===== src/rtl/cbc_pkg.sv =====
package cbc_pkg;

  localparam int NCOL_W  = 5;   // holds collision numbers up to 16
  localparam int BO_BITS = 10;  // backoff slot counter width
  localparam int RND_BITS = 12; // pseudorandom register width

  typedef enum logic [2:0] {
    ST_IDLE,
    ST_WAIT,
    ST_XMIT,
    ST_JAM,
    ST_BACKOFF
  } cbc_state_t;

  // Total attempts allowed for a given select code.
  function automatic logic [NCOL_W-1:0] attempt_limit(input logic [1:0] sel);
    case (sel)
      2'b00:   return NCOL_W'(16);
      2'b01:   return NCOL_W'(8);
      2'b10:   return NCOL_W'(4);
      default: return NCOL_W'(1);
    endcase
  endfunction

  // Mask of the low min(n, BO_BITS) bits.
  function automatic logic [BO_BITS-1:0] backoff_mask(input logic [NCOL_W-1:0] n);
    logic [BO_BITS-1:0] m;
    for (int i = 0; i < BO_BITS; i++) m[i] = (i < int'(n));
    return m;
  endfunction

endpackage


===== src/rtl/cbc_lfsr.sv =====
module cbc_lfsr #(
  parameter int W     = 12,
  parameter int OUT_W = 10,
  parameter int SEED  = 'h5A3,
  parameter logic [W-1:0] TAPS = 12'h829
) (
  input  logic             clk,
  input  logic             rst,
  input  logic             hold,
  output logic [OUT_W-1:0] q
);
  logic [W-1:0] st;
  logic         fb;

  assign fb = ^(st & TAPS);
  assign q  = st[OUT_W-1:0];

  always_ff @(posedge clk or posedge rst) begin
    if (rst)        st <= W'(SEED);
    else if (!hold) st <= {st[W-2:0], fb};
  end

  p_freeze_holds_r4: assert property (@(posedge clk) disable iff (rst)
    hold |=> $stable(st));
  p_never_zero_r4: assert property (@(posedge clk) disable iff (rst)
    st != '0);
endmodule


===== src/rtl/cbc_count.sv =====
module cbc_count #(
  parameter int W = 8
) (
  input  logic         clk,
  input  logic         rst,
  input  logic         clr,
  input  logic         en,
  output logic [W-1:0] q
);
  always_ff @(posedge clk or posedge rst) begin
    if (rst)                    q <= '0;
    else if (clr)               q <= '0;
    else if (en && q != '1)     q <= q + W'(1);
  end

  p_idle_stable_r6: assert property (@(posedge clk) disable iff (rst)
    (!clr && !en) |=> $stable(q));
  p_clear_zero_r7: assert property (@(posedge clk) disable iff (rst)
    clr |=> (q == '0));
endmodule


===== src/rtl/csma_backoff_ctrl.sv =====
module csma_backoff_ctrl
  import cbc_pkg::*;
#(
  parameter int GAP_NORM   = 96,
  parameter int GAP_TEST   = 25,
  parameter int SLOT_NORM  = 512,
  parameter int SLOT_TEST  = 8,
  parameter int DEFER_NORM = 24288,
  parameter int DEFER_TEST = 242,
  parameter int JAM_BITS   = 32,
  parameter int RND_SEED   = 'h5A3
) (
  input  logic       clk,
  input  logic       rst,
  input  logic       start_i,
  input  logic       pre_phase_i,
  input  logic       done_i,
  input  logic       col_i,
  input  logic       crs_i,
  input  logic       full_dup_i,
  input  logic [1:0] retry_sel_i,
  input  logic       bypass_bo_i,
  input  logic       defer_abort_en_i,
  input  logic       test_mode_i,
  input  logic       freeze_i,
  output logic       go_o,
  output logic       jam_o,
  output logic       abort_o,
  output logic       eop_o,
  output logic       coll_det_o,
  output logic       late_o,
  output logic       scol_o,
  output logic       mcol_o,
  output logic       cerr_o,
  output logic       def_o,
  output logic       exdef_o
);
  localparam int GW = $clog2(GAP_NORM + 1);
  localparam int SW = $clog2(SLOT_NORM + 1);
  localparam int DW = $clog2(DEFER_NORM + 1);

  cbc_state_t          state_q;
  logic [NCOL_W-1:0]   ncol_q;
  logic [BO_BITS-1:0]  bo_q;
  logic [BO_BITS-1:0]  rnd_low;
  logic coll_pend_q, cdet_q, late_q, scol_q, mcol_q, cerr_q, def_q, exdef_q;
  logic go_q, eop_q, abort_q;

  logic [GW-1:0] gap_q;
  logic [DW-1:0] dfr_q;
  logic [SW-1:0] age_q;
  logic [SW-1:0] tick_q;

  // Terminal counts picked by test mode
  logic [GW-1:0]     gap_last;
  logic [SW-1:0]     slot_len, slot_last, jam_last;
  logic [DW-1:0]     dfr_lim;
  logic [NCOL_W-1:0] limit;

  assign gap_last  = test_mode_i ? GW'(GAP_TEST - 1)  : GW'(GAP_NORM - 1);
  assign slot_len  = test_mode_i ? SW'(SLOT_TEST)     : SW'(SLOT_NORM);
  assign slot_last = test_mode_i ? SW'(SLOT_TEST - 1) : SW'(SLOT_NORM - 1);
  assign jam_last  = SW'(JAM_BITS - 1);
  assign dfr_lim   = test_mode_i ? DW'(DEFER_TEST)    : DW'(DEFER_NORM);
  assign limit     = attempt_limit(retry_sel_i);

  // Named internal events
  logic col_seen, jam_go, tx_ok, gap_done, dfr_busy, dfr_over;
  logic jam_end, out_of_tries, slot_end, bo_zero;

  assign col_seen     = (state_q == ST_XMIT) && col_i && !full_dup_i;
  assign jam_go       = (state_q == ST_XMIT) && (coll_pend_q || col_seen) && !pre_phase_i;
  assign tx_ok        = (state_q == ST_XMIT) && done_i && !(coll_pend_q || col_seen);
  assign gap_done     = (state_q == ST_WAIT) && !crs_i && (gap_q == gap_last);
  assign dfr_busy     = (state_q == ST_WAIT) && crs_i;
  assign dfr_over     = dfr_busy && defer_abort_en_i && (dfr_q == dfr_lim);
  assign jam_end      = (state_q == ST_JAM) && (tick_q == jam_last);
  assign out_of_tries = (ncol_q >= limit);
  assign slot_end     = (state_q == ST_BACKOFF) && (bo_q != '0) && (tick_q == slot_last);
  assign bo_zero      = (state_q == ST_BACKOFF) && (bo_q == '0);

  cbc_lfsr #(.W(RND_BITS), .OUT_W(BO_BITS), .SEED(RND_SEED)) u_rnd (
    .clk(clk), .rst(rst), .hold(freeze_i), .q(rnd_low));

  cbc_count #(.W(GW)) u_gap (.clk(clk), .rst(rst),
    .clr(state_q != ST_WAIT || crs_i), .en(1'b1), .q(gap_q));

  cbc_count #(.W(DW)) u_dfr (.clk(clk), .rst(rst),
    .clr(state_q != ST_WAIT), .en(crs_i), .q(dfr_q));

  cbc_count #(.W(SW)) u_age (.clk(clk), .rst(rst),
    .clr(state_q != ST_XMIT), .en(1'b1), .q(age_q));

  cbc_count #(.W(SW)) u_tick (.clk(clk), .rst(rst),
    .clr(!((state_q == ST_JAM) || (state_q == ST_BACKOFF && bo_q != '0)) || jam_end || slot_end),
    .en(1'b1), .q(tick_q));

  always_ff @(posedge clk or posedge rst) begin
    if (rst) begin
      state_q <= ST_IDLE;
      ncol_q <= '0; bo_q <= '0;
      coll_pend_q <= 1'b0; cdet_q <= 1'b0; late_q <= 1'b0;
      scol_q <= 1'b0; mcol_q <= 1'b0; cerr_q <= 1'b0;
      def_q <= 1'b0; exdef_q <= 1'b0;
      go_q <= 1'b0; eop_q <= 1'b0; abort_q <= 1'b0;
    end else begin
      go_q <= 1'b0; eop_q <= 1'b0; abort_q <= 1'b0;
      case (state_q)
        ST_IDLE: if (start_i) begin
          ncol_q <= '0; coll_pend_q <= 1'b0; cdet_q <= 1'b0; late_q <= 1'b0;
          scol_q <= 1'b0; mcol_q <= 1'b0; cerr_q <= 1'b0;
          def_q <= 1'b0; exdef_q <= 1'b0;
          state_q <= ST_WAIT;
        end
        ST_WAIT: begin
          if (dfr_busy) def_q <= 1'b1;
          if (dfr_over) begin
            exdef_q <= 1'b1; eop_q <= 1'b1; abort_q <= 1'b1;
            state_q <= ST_IDLE;
          end else if (gap_done) begin
            go_q <= 1'b1;
            state_q <= ST_XMIT;
          end
        end
        ST_XMIT: begin
          if (col_seen) begin
            coll_pend_q <= 1'b1;
            cdet_q <= 1'b1;
            if (age_q >= slot_len) late_q <= 1'b1;
          end
          if (jam_go) begin
            coll_pend_q <= 1'b0;
            ncol_q <= ncol_q + NCOL_W'(1);
            state_q <= ST_JAM;
          end else if (tx_ok) begin
            eop_q <= 1'b1;
            scol_q <= (ncol_q == NCOL_W'(1));
            mcol_q <= (ncol_q > NCOL_W'(1));
            state_q <= ST_IDLE;
          end
        end
        ST_JAM: if (jam_end) begin
          cdet_q <= 1'b0;
          if (out_of_tries) begin
            cerr_q <= 1'b1; eop_q <= 1'b1; abort_q <= 1'b1;
            scol_q <= (ncol_q == NCOL_W'(1));
            mcol_q <= (ncol_q > NCOL_W'(1));
            state_q <= ST_IDLE;
          end else if (bypass_bo_i) begin
            state_q <= ST_WAIT;
          end else begin
            bo_q <= rnd_low & backoff_mask(ncol_q);
            state_q <= ST_BACKOFF;
          end
        end
        ST_BACKOFF: begin
          if (bo_zero) state_q <= ST_WAIT;
          else if (slot_end) bo_q <= bo_q - BO_BITS'(1);
        end
        default: state_q <= ST_IDLE;
      endcase
    end
  end

  assign go_o       = go_q;
  assign jam_o      = (state_q == ST_JAM);
  assign abort_o    = abort_q;
  assign eop_o      = eop_q;
  assign coll_det_o = cdet_q;
  assign late_o     = late_q;
  assign scol_o     = scol_q;
  assign mcol_o     = mcol_q;
  assign cerr_o     = cerr_q;
  assign def_o      = def_q;
  assign exdef_o    = exdef_q;

  p_tries_bound_r1: assert property (@(posedge clk) disable iff (rst)
    (state_q != ST_IDLE) |-> (ncol_q <= limit));
  p_abort_ends_r1: assert property (@(posedge clk) disable iff (rst)
    abort_o |-> eop_o);
  p_jam_flagged_r2: assert property (@(posedge clk) disable iff (rst)
    jam_o |-> coll_det_o);
  p_no_jam_in_pre_r3: assert property (@(posedge clk) disable iff (rst)
    (state_q == ST_XMIT && pre_phase_i) |=> !jam_o);
  p_bo_down_r4: assert property (@(posedge clk) disable iff (rst)
    (state_q == ST_BACKOFF && bo_q != '0) |=> (bo_q <= $past(bo_q)));
  p_go_idle_line_r6: assert property (@(posedge clk) disable iff (rst)
    go_o |-> $past(!crs_i));
  p_exdef_def_r7: assert property (@(posedge clk) disable iff (rst)
    exdef_o |-> def_o);
  p_fdx_quiet_r9: assert property (@(posedge clk) disable iff (rst)
    (state_q == ST_XMIT && full_dup_i && !coll_pend_q) |=> !coll_det_o);
  p_col_flags_excl_r10: assert property (@(posedge clk) disable iff (rst)
    !(scol_o && mcol_o));
  p_cerr_counted_r10: assert property (@(posedge clk) disable iff (rst)
    cerr_o |-> (scol_o || mcol_o));
endmodule


===== config.mk =====
export PLATFORM = sky130hd
export DESIGN_NAME = csma_backoff_ctrl
export DESIGN_NICKNAME = d
export VERILOG_FILES = /design/src/rtl/cbc_pkg.sv /design/src/rtl/cbc_lfsr.sv /design/src/rtl/cbc_count.sv /design/src/rtl/csma_backoff_ctrl.sv
export SDC_FILE = /design/constraint.sdc
export NUM_CORES = 1
export LEC_CHECK = 0
export BUFFER_PORTS_ARGS = -buffer_cell sky130_fd_sc_hd__buf_4
export CAP_MARGIN = 20
export CORE_ASPECT_RATIO = 0.5
export CORE_MARGIN = 5
export CORE_UTILIZATION = 62
export CTS_CLUSTER_SIZE = 8
export DETAILED_ROUTE_END_ITERATION = 10
export HOLD_SLACK_MARGIN = 0.06
export PLACE_DENSITY = 0.78
export SLEW_MARGIN = 20
export SYNTH_ARGS = -nofsm -noshare
export SYNTH_HDL_FRONTEND = slang
export SYNTH_HIERARCHICAL = 1
export SYNTH_SLANG_ARGS = --single-unit

===== constraint.sdc =====
create_clock -name clk -period 2.87 [get_ports clk]
set_clock_uncertainty 0.1 [all_clocks]
set_input_delay 0.574 -clock clk [delete_from_list [all_inputs] [get_ports clk]]
set_output_delay 0.574 -clock clk [all_outputs]
set_load 0.005 [all_outputs]

==> summary.md, run 1 <==
| Metric | Value |
|---|---|
| M1 WL | 5.54 mm |
| Vias in the first global route | 4097 |
| Hold buffers post-CTS | 0 |
| Min Tclk post-route | 2650 ps |
| Commonest non-fill, non-tap cell in the layout | dfrtp_1 |
| CTS Sinks | 83 |
| # port buffers | 24 |
| Met3 WL | 566 um |
| Share of post-route cells with drive strength above 1 | 0.199 |
| Fin nets | 615 |
| Fin crit share | 0.923 |
| Num rows | 23 |
| Synthesized area | 5290 um^2 |
| Area share of the largest cell type after synthesis | 0.364 |
| Post-synth EDFFs | 0 |
| CP max FO | 9 |
| Most frequent cells in the layout | dfrtp_1 (77), a21oi_1 (42), buf_4 (39), nor2_1 (34), nand2_1 (29) |
| Register bit total from synthesis | 83 |
| CTS buffer count | 9 |
| Yosys warns | 6 |
| Final setup vio count | 0 |
| Crit path max-delay cell type | nor4_1 |
| Worst hold path class | in -> async |
| Total gr overflow | 0 |
| Final slew viol count | 0 |
| Post-synthesis sequential area ratio | 0.394 |
| Dominant cell type by area after synthesis | dfrtp_1 |
| Internal power | 2640 uW |
| Gr usage total | 0.232 |
| FF/Latch Area | 2080 um^2 |
| Total Wirelength | 11.5 mm |
| Detailed Route Iter0 Violations | 329 |
| Initial antenna violation count | 0 |
| Startpoint types | flip-flop |
| Final HPWL DP | 8.26 mm |
| Area Growth Syn to Fin | 10.7% |
| Arr. time, crit path | 2760 ps |
| DR pass1 iterations | 5 |
| Residual DRC count | 0 |
| Post-synth top flop | dfrtp_1 |
| Async SR Flop Fraction | 1.00 |
| Setup TNS | 0 ps |
| Maximum clock frequency | 0.377 GHz |
| Vias per cell | 6.24 |
| WP data required | 2980 ps |
| CP Buf/Inv Count | 0 |
| Synthesized instance count | 556 |
| Top delay family on crit path | simple AND/OR/NAND/NOR gates |
| Setup ws final | 221 ps |
| Leak Pwr | 0.00254 uW |
| Post-CTS Setup Bufs | 0 |
| Place WS | 94.1 ps |
| Final ANT Viol Nets | 0 |
| Routed via count | 4396 |
| Peak VDD IR | 0.385 mV |
| Chip height | 75.3 um |
| RSZ-0062 raised after global routing | no |
| Multi-input gate area | 2940 um^2 |
| Fill cells | 628 |
| Top Metal Used | met4 |
| Die Width | 141 um |
| Critical path class | reg -> reg |
| Pin count of the biggest net entering global routing | 23 |
| Ports | 25 |
| Status | completed |
| R2r setup slk | 220 ps |
| Combinational power share | 0.258 |
| Delay of the slowest critical-path stage | 490 ps |
| WL per Instance | 16.3 um |
| Max-cap violation count | 0 |
| Synth top area cells | dfrtp_1 (36%), a21oi_1 (4.0%), mux2_2 (3.8%), ha_1 (3.1%), dfstp_2 (3.0%) |
| Psw | 1120 uW |
| P per Cell Area | 643 nW/um^2 |
| CP Capture Type | flip-flop |
| Post-CTS Resized | 0 |
| Reg clk slew, reported paths | 60 ps |
| Core footprint | 8140 um^2 |
| CTS max path bufs | 2 |
| Net Sw Frac | 0.299 |
| First-pass GRT wire length | 19.9 mm |
| GPL Wtd Cong | 0.855 |
| Final core utilization | 0.719 |
| Initial Util | 0.650 |
| DIE AREA | 10600 um^2 |
| Syn Area/Cell | 9.51 um^2 |
| Slew headroom | 0.510 |
| Root Buffer | clkbuf_16 |
| Antenna fix cells | 0 |
| Least-Margin Pin Slew | 733 ps |
| H-Tree Depth | 3 |
| Clock latency on the worst-skew pair | 330 ps |
| WL met2 | 5.21 mm |
| Clk pwr share | 0.331 |
| TritonCTS clock tree | built |
| Distinct cell type count after synthesis | 83 |
| Cells along the critical path | nor4_1 > and3b_1 > o211ai_1 > a22oi_1 > nor2b_1 > and4_4 > or3_1 |
| Hold Vio Cnt, Final | 0 |
| Sequential Power Share | 0.411 |
state kept, by name, summed over array words and instances (netlist names):
register	cells
u_dfr/q	15
u_rnd/st	12
bo_q	10
u_age/q	10
u_tick/q	10
u_gap/q	7
ncol_q	5
state_q	3
abort_o	1
cerr_o	1
coll_det_o	1
coll_pend_q	1
def_o	1
eop_o	1
exdef_o	1
go_o	1
late_o	1
mcol_o	1
scol_o	1
logic make-up after synthesis:
kind of cell	share of synthesized area
AND/OR/NAND/NOR	0.251
buffers and inverters	0.0648
flip-flops	0.394
XOR/XNOR	0.0175
multiplexers	0.0478
AO/OA/AOI/OAI	0.193
adder cells (fa/ha/maj)	0.0307
other	0.000709
metal layers:
metal / vias to the layer above / track usage
met3: 17 / 0.0533
met1: 2141 / 0.329
met4: 0 / 0.0580
li1: 2118 / -
met5: - / 0
met2: 120 / 0.369
power groups by stage:
stage	clock network, uW	logic [uW]	registers (uW)
floorplan	0	787	1520
global placement	0	939	1560
detailed placement	0	960	1560
CTS	1270	971	1550
global route	1320	1090	1570
finish	1240	972	1550
final timing paths:
kind / startpoint / end / cells past startpoint
setup / recovery: u_tick/q[5] / u_tick/q[0] / 7
hold / removal: rst / u_gap/q[2] / 2
setup reg to reg: u_tick/q[5] / u_tick/q[0] / 7
hold reg to reg: mcol_o / mcol_o / 1
max in group asynchronous: rst / bo_q[2] / 3
min in group clk: bypass_bo_i / state_q[2] / 2
synth_stat cells, types with 4 or more instances:
library cell / number
inv_1: 20
buf_6: 10
nand2_1: 29
and3_1: 8
a21boi_0: 4
nor2b_1: 15
a211oi_1: 14
nor3b_1: 4
nor3_1: 13
dfstp_2: 6
nand4_1: 13
clkbuf_1: 9
nand2b_1: 10
nor2_1: 34
ha_1: 13
o21bai_1: 4
a21oi_1: 42
a41oi_1: 5
xor2_1: 5
o21ai_0: 28
nand3b_1: 5
nor4_1: 6
or3_1: 6
and4_4: 5
and2_1: 4
nand3_1: 26
a31oi_1: 8
mux2_2: 18
and4_2: 5
buf_4: 11
buf_2: 7
and4_1: 10
dfrtp_1: 77
final cells by class:
class,count,share of cell area
flip-flops and latches,83,0.356
inverters,20,0.0128
well taps,112,0.0239
multi-input cells,435,0.502
repair buffers,39,0.0500
clock inverters,2,0.0103
clock buffers,14,0.0451
stage by stage:
stage,hold slack [ps],instance area (um^2),total power (uW),std cells
after floorplan,277,5370,2300,576
after detailed placement,401,5530,2520,689
after CTS,138,5850,3790,705
after global placement,393,5530,2490,689
after global routing,161,5850,3980,705
final,142,5850,3770,705
Note: power is estimated with default switching activity, not from simulation.
==> run 2, diff against run 1 <==
==> constraint.sdc (replaced) <==
create_clock -name clk -period 2.78 [get_ports clk]
set_clock_uncertainty 0.1 [all_clocks]
set_input_delay 0.556 -clock clk [delete_from_list [all_inputs] [get_ports clk]]
set_output_delay 0.556 -clock clk [all_outputs]
set_load 0.005 [all_outputs]
==> summary.md, run 2 (same netlist as run 1, synthesis figures left out) <==
| Metric | Value |
|---|---|
| Status | completed (unchanged) |
| Peak VDD IR | 0.371 mV (was 0.385 mV) |
| DR pass1 iterations | 5 (unchanged) |
| Worst hold path class | in -> async (unchanged) |
| Area Growth Syn to Fin | 9.93% (was 10.7%) |
| Setup ws final | 257 ps (was 221 ps) |
| Initial antenna violation count | 0 (unchanged) |
| Total gr overflow | 0 (unchanged) |
| Finished Cell Area | 5820 um^2 (was 5850 um^2) |
| Startpoint types | flip-flop (unchanged) |
| Internal power | 2530 uW (was 2640 uW) |
| Psw | 1190 uW (was 1120 uW) |
| DP Area | 5530 um^2 (unchanged) |
| Slew headroom | 0.504 (was 0.510) |
| Ports | 25 (unchanged) |
| GPL Wtd Cong | 0.824 (was 0.855) |
| Arr. time, crit path | 2650 ps (was 2760 ps) |
| Largest registers | u_dfr/q (15), u_rnd/st (12) (unchanged) |
| Fin crit share | 0.907 (was 0.923) |
| Vias in the first global route | 4157 (was 4097) |
| Crit path from | ncol_q[0] (was u_tick/q[5]) |
| Initial Util | 0.650 (unchanged) |
| Top reg by flops | u_dfr/q (unchanged) |
| Net Sw Frac | 0.319 (was 0.299) |
| Reg clk slew, reported paths | 60 ps (about the same) |
| TritonCTS clock tree | built (unchanged) |
| Fin cells | 705 (unchanged) |
| WL per Instance | 16.5 um (was 16.3 um) |
| CTS buffer count | 9 (unchanged) |
| Sequential Power Share | 0.431 (was 0.411) |
| WP data required | 2910 ps (was 2980 ps) |
| Place WS | 62.9 ps (was 94.1 ps) |
| Num rows | 23 (unchanged) |
| Final HPWL DP | 8.31 mm (was 8.26 mm) |
| Gr usage total | 0.233 (was 0.232) |
| Post-CTS Setup Bufs | 0 (unchanged) |
| Detailed Route Iter0 Violations | 335 (was 329) |
| Hold buffers post-CTS | 0 (unchanged) |
| Least-Margin Pin Slew | 741 ps (was 733 ps) |
| Fin nets | 615 (unchanged) |
| CP Capture Type | flip-flop (unchanged) |
| Maximum clock frequency | 0.396 GHz (was 0.377 GHz) |
| Setup TNS | 0 ps (unchanged) |
| Met3 WL | 485 um (was 566 um) |
| Placed Cells | 689 (unchanged) |
| Commonest non-fill, non-tap cell in the layout | dfrtp_1 (unchanged) |
| CTS max path bufs | 2 (unchanged) |
| Core footprint | 8140 um^2 (unchanged) |
| P per Cell Area | 639 nW/um^2 (was 643 nW/um^2) |
| # port buffers | 24 (unchanged) |
| M1 WL | 5.76 mm (was 5.54 mm) |
| Most frequent cells in the layout | dfrtp_1 (77), a21oi_1 (42), buf_4 (39), nor2_1 (34), nand2_1 (29) (unchanged) |
| Post-CTS Resized | 0 (unchanged) |
| Hold Vio Cnt, Final | 0 (unchanged) |
| Final setup vio count | 0 (unchanged) |
| Combinational power share | 0.266 (was 0.258) |
| Min Tclk post-route | 2520 ps (was 2650 ps) |
| Largest register FFs | 15 (unchanged) |
| H-Tree Depth | 3 (unchanged) |
| Final slew viol count | 0 (unchanged) |
| RSZ-0062 raised after global routing | no (unchanged) |
| Max-cap violation count | 0 (unchanged) |
| Clk pwr share | 0.303 (was 0.331) |
| Crit Reg-Reg Startpoint | ncol_q[0] (was u_tick/q[5]) |
| Die Width | 141 um (unchanged) |
| CTS Sinks | 83 (unchanged) |
| Critical path class | reg -> reg (unchanged) |
| Root Buffer | clkbuf_16 (unchanged) |
| CP max FO | 9 (unchanged) |
| WL met2 | 5.27 mm (was 5.21 mm) |
| Vias per cell | 6.14 (was 6.24) |
| Top Metal Used | met4 (unchanged) |
| Leak Pwr | 0.00252 uW (was 0.00254 uW) |
| Total Wirelength | 11.6 mm (was 11.5 mm) |
| First-pass GRT wire length | 20.0 mm (was 19.9 mm) |
| Antenna fix cells | 0 (unchanged) |
| Chip height | 75.3 um (unchanged) |
| DIE AREA | 10600 um^2 (unchanged) |
| Share of post-route cells with drive strength above 1 | 0.206 (was 0.199) |
| Pin count of the biggest net entering global routing | 23 (unchanged) |
| Worst hold margin | 117 ps (was 142 ps) |
| Residual DRC count | 0 (unchanged) |
| Routed via count | 4326 (was 4396) |
| Final ANT Viol Nets | 0 (unchanged) |
| Clock latency on the worst-skew pair | 340 ps (was 330 ps) |
## run 2: cell types whose count changed in the layout (fill, tap and decap cells not counted), sizes merged
cell / previous run / this run
clkinv: 0 / 4
clkbuf: 14 / 11
bufinv: 2 / 0
clkinvlp: 0 / 1
## run 2: path summary, 6_finish.rpt
kind / endpoint / slack, ps / depth (start not counted)
min in group clk: state_q[2] / 330 / 2
worst max register to register: bo_q[6] / 260 / 8
worst max-delay path: bo_q[6] / 260 / 8
worst min-delay path: u_gap/q[1] / 120 / 2
worst min register to register: def_o / 400 / 2
max in group asynchronous: bo_q[4] / 1840 / 3
## run 2: per-layer routing
metal	global-route usage	vias up
met5	0	-
met4	0.0537	0
met3	0.0514	14
met2	0.376	88
met1	0.331	2108
li1	-	2116
## run 2: stage by stage
step | utilization | total power, uW
after floorplan | - | 2380
after global placement | 0.679 | 2560
after detailed placement | 0.679 | 2600
after CTS | 0.713 | 3740
after global routing | 0.714 | 3950
final | 0.714 | 3720
## run 2: area by class of cell
cell class | count | area (um^2)
clock buffers | 11 | 253
flip-flops and latches | 83 | 2080
multi-input cells | 435 | 2940
repair buffers | 39 | 293
inverters | 20 | 75.1
fillers | 636 | 2330
clock inverters | 5 | 27.5
well taps | 112 | 140
## run 2: critical path, stage by stage, from the launching register on
cell and delay (ps):
dfrtp_1 500, inv_1 110, ha_1 310, nor4b_1 360, o21ai_0 160, o211ai_1 110, a21boi_2 350, o21ai_0 150
a22o_1 250
## run 2: power groups by stage
stage | Sequential (uW) | Clock (uW) | Combinational, uW
2_1_floorplan | 1570 | 0 | 812
3_3_place_gp | 1610 | 0 | 946
3_5_place_dp | 1620 | 0 | 979
4_1_cts | 1600 | 1150 | 985
5_1_grt | 1630 | 1210 | 1110
6_report | 1600 | 1130 | 988
==> run 3, diff against run 2 <==
--- a/config.mk
+++ b/config.mk
@@ -8,12 +8,12 @@
 export BUFFER_PORTS_ARGS = -buffer_cell sky130_fd_sc_hd__buf_4
 export CAP_MARGIN = 20
 export CORE_ASPECT_RATIO = 0.5
-export CORE_MARGIN = 5
-export CORE_UTILIZATION = 62
+export CORE_MARGIN = 3
+export CORE_UTILIZATION = 32
 export CTS_CLUSTER_SIZE = 8
 export DETAILED_ROUTE_END_ITERATION = 10
 export HOLD_SLACK_MARGIN = 0.06
-export PLACE_DENSITY = 0.78
+export PLACE_DENSITY = 0.45
 export SLEW_MARGIN = 20
 export SYNTH_ARGS = -nofsm -noshare
 export SYNTH_HDL_FRONTEND = slang
==> summary.md, run 3 (same netlist as run 1, synthesis figures left out) <==
| Metric | Value |
|---|---|
| R2R cell count | 6 (was 8) |
| Final setup vio count | 0 (unchanged) |
| H-Tree Depth | 3 (unchanged) |
| DIE AREA | 18200 um^2 (was 10600 um^2) |
| Final core utilization | 0.387 (was 0.714) |
| Die Width | 188 um (was 141 um) |
| Final HPWL DP | 9.16 mm (was 8.31 mm) |
| Arr. time, crit path | 2580 ps (was 2650 ps) |
| Max-cap violation count | 0 (unchanged) |
| Num rows | 32 (was 23) |
| Setup TNS | 0 ps (unchanged) |
| TritonCTS clock tree | built (unchanged) |
| Initial Util | 0.335 (was 0.650) |
| Ports | 25 (unchanged) |
| Status | completed (unchanged) |
| Gr usage total | 0.140 (was 0.233) |
| Most frequent cells in the layout | dfrtp_1 (77), buf_4 (45), a21oi_1 (42), nor2_1 (34), nand2_1 (29) (was dfrtp_1 (77), a21oi_1 (42), buf_4 (39), nor2_1 (34), nand2_1 (29)) |
| WL per Instance | 15.4 um (was 16.5 um) |
| # port buffers | 24 (unchanged) |
| FF/Latch Area | 2080 um^2 (unchanged) |
| Routed via count | 4257 (was 4326) |
| Largest registers | u_dfr/q (15), u_rnd/st (12) (unchanged) |
| Fill cells | 1617 (was 636) |
| Total gr overflow | 0 (unchanged) |
| CTS Sinks | 83 (unchanged) |
| Commonest non-fill, non-tap cell in the layout | dfrtp_1 (unchanged) |
| CP Capture Type | flip-flop (unchanged) |
| Fin crit share | 0.890 (was 0.907) |
| Worst hold path class | in -> async (unchanged) |
| Maximum clock frequency | 0.404 GHz (was 0.396 GHz) |
| RR Endpoint | u_tick/q[0] (was bo_q[6]) |
| First-pass GRT wire length | 21.1 mm (was 20.0 mm) |
| Residual DRC count | 0 (unchanged) |
| Detailed Route Iter0 Violations | 262 (was 335) |
| CTS buffer count | 9 (unchanged) |
| Startpoint types | flip-flop (unchanged) |
| Area Growth Syn to Fin | 15.3% (was 9.93%) |
| Vias per cell | 5.19 (was 6.14) |
| Slew headroom | 0.575 (was 0.504) |
| Peak VDD IR | 0.429 mV (was 0.371 mV) |
| RSZ-0062 raised after global routing | no (unchanged) |
| Largest register FFs | 15 (unchanged) |
| GPL Wtd Cong | 0.783 (was 0.824) |
| Chip height | 96.9 um (was 75.3 um) |
| Core footprint | 15800 um^2 (was 8140 um^2) |
| Pin count of the biggest net entering global routing | 30 (was 23) |
| CP max FO | 8 (was 9) |
| DR pass1 iterations | 4 (was 5) |
| Top reg by flops | u_dfr/q (unchanged) |
| Share of post-route cells with drive strength above 1 | 0.214 (was 0.206) |
| Clock latency on the worst-skew pair | 330 ps (was 340 ps) |
| Critical path class | reg -> reg (unchanged) |
| Total Wirelength | 12.6 mm (was 11.6 mm) |
| Fin nets | 621 (was 615) |
| P per Cell Area | 674 nW/um^2 (was 639 nW/um^2) |
| Leak Pwr | 0.00260 uW (was 0.00252 uW) |
| WP data required | 2890 ps (was 2910 ps) |
| Reg clk slew, reported paths | 70 ps (was 60 ps) |
| R2r setup slk | 310 ps (was 260 ps) |
| Min Tclk post-route | 2470 ps (was 2520 ps) |
| Root Buffer | clkbuf_16 (unchanged) |
| Multi-input gate area | 2950 um^2 (was 2940 um^2) |
| Least-Margin Pin Slew | 636 ps (was 741 ps) |
| Vias in the first global route | 4047 (was 4157) |
| Initial antenna violation count | 0 (unchanged) |
| Final slew viol count | 0 (unchanged) |
| Final ANT Viol Nets | 0 (unchanged) |
| CTS max path bufs | 2 (unchanged) |
| Crit Reg-Reg Startpoint | bo_q[3] (was ncol_q[0]) |
| Antenna fix cells | 0 (unchanged) |
| Hold Vio Cnt, Final | 0 (unchanged) |
## run 3: cell types whose count changed in the layout (fill, tap and decap cells not counted)
cell / previous run / this run
buf_4: 39 / 45
bufinv_16: 0 / 4
clkinv_2: 4 / 0
a21boi_2: 2 / 1
a21boi_4: 0 / 1
a22oi_1: 0 / 1
a22oi_2: 1 / 0
clkbuf_8: 2 / 1
clkinv_4: 0 / 1
nor4_1: 6 / 5
nor4_2: 1 / 2
## run 3: worst max-delay path, cell delays in order (launching register included)
cell and delay, ps:
dfrtp_1 470, nor4_2 460, a31oi_4 210, a22oi_1 420
nor2b_1 130, and4_4 210, or3_1 350
## run 3: through the flow
step	instance area, um^2	hold WS, ps	total power [uW]	worst slack, ps	cells
after floorplan	5370	259	2380	371	576
after global placement	5710	399	2640	83.3	804
after detailed placement	5710	400	2650	54.9	804
after CTS	6090	137	4180	240	820
after global routing	6100	159	4370	10.2	820
final	6100	137	4110	306	820
## run 3: how the worst max path moves through the flow
stage,start,end,cells past startpoint
after floorplan,retry_sel_i[0],bo_q[0],9
after global placement,retry_sel_i[0],bo_q[6],9
after detailed placement,retry_sel_i[0],bo_q[6],9
after CTS,u_tick/q[7],u_tick/q[0],7
after global routing,ncol_q[0],bo_q[5],9
final,bo_q[3],u_tick/q[0],6
## run 3: what timing repair did
item,in CTS,in global routing
gates resized for setup,0,2
setup buffers,0,0
hold buffers,0,0
setup endpoints to repair,0,9
## run 3: where the power goes
| part | switching (uW) | internal (uW) | leakage, uW |
|---|---|---|---|
| registers | 166 | 1420 | 0.00110 |
| logic | 542 | 483 | 0.00132 |
| clock network | 500 | 996 | 0.000179 |
## run 3: final cells by class
class,count,share of cell area
repair buffers,45,0.0554
well taps,221,0.0453
inverters,20,0.0123
clock buffers,10,0.0392
clock inverters,6,0.0224
multi-input cells,435,0.484
flip-flops and latches,83,0.342
## run 3: per-layer routing
layer	routed length (um)	GRT usage	vias to the layer above
met1	6770	0.211	2075
met4	108	0.0323	0
met2	5400	0.205	49
li1	-	-	2127
met3	307	0.0286	6
met5	0	0	-
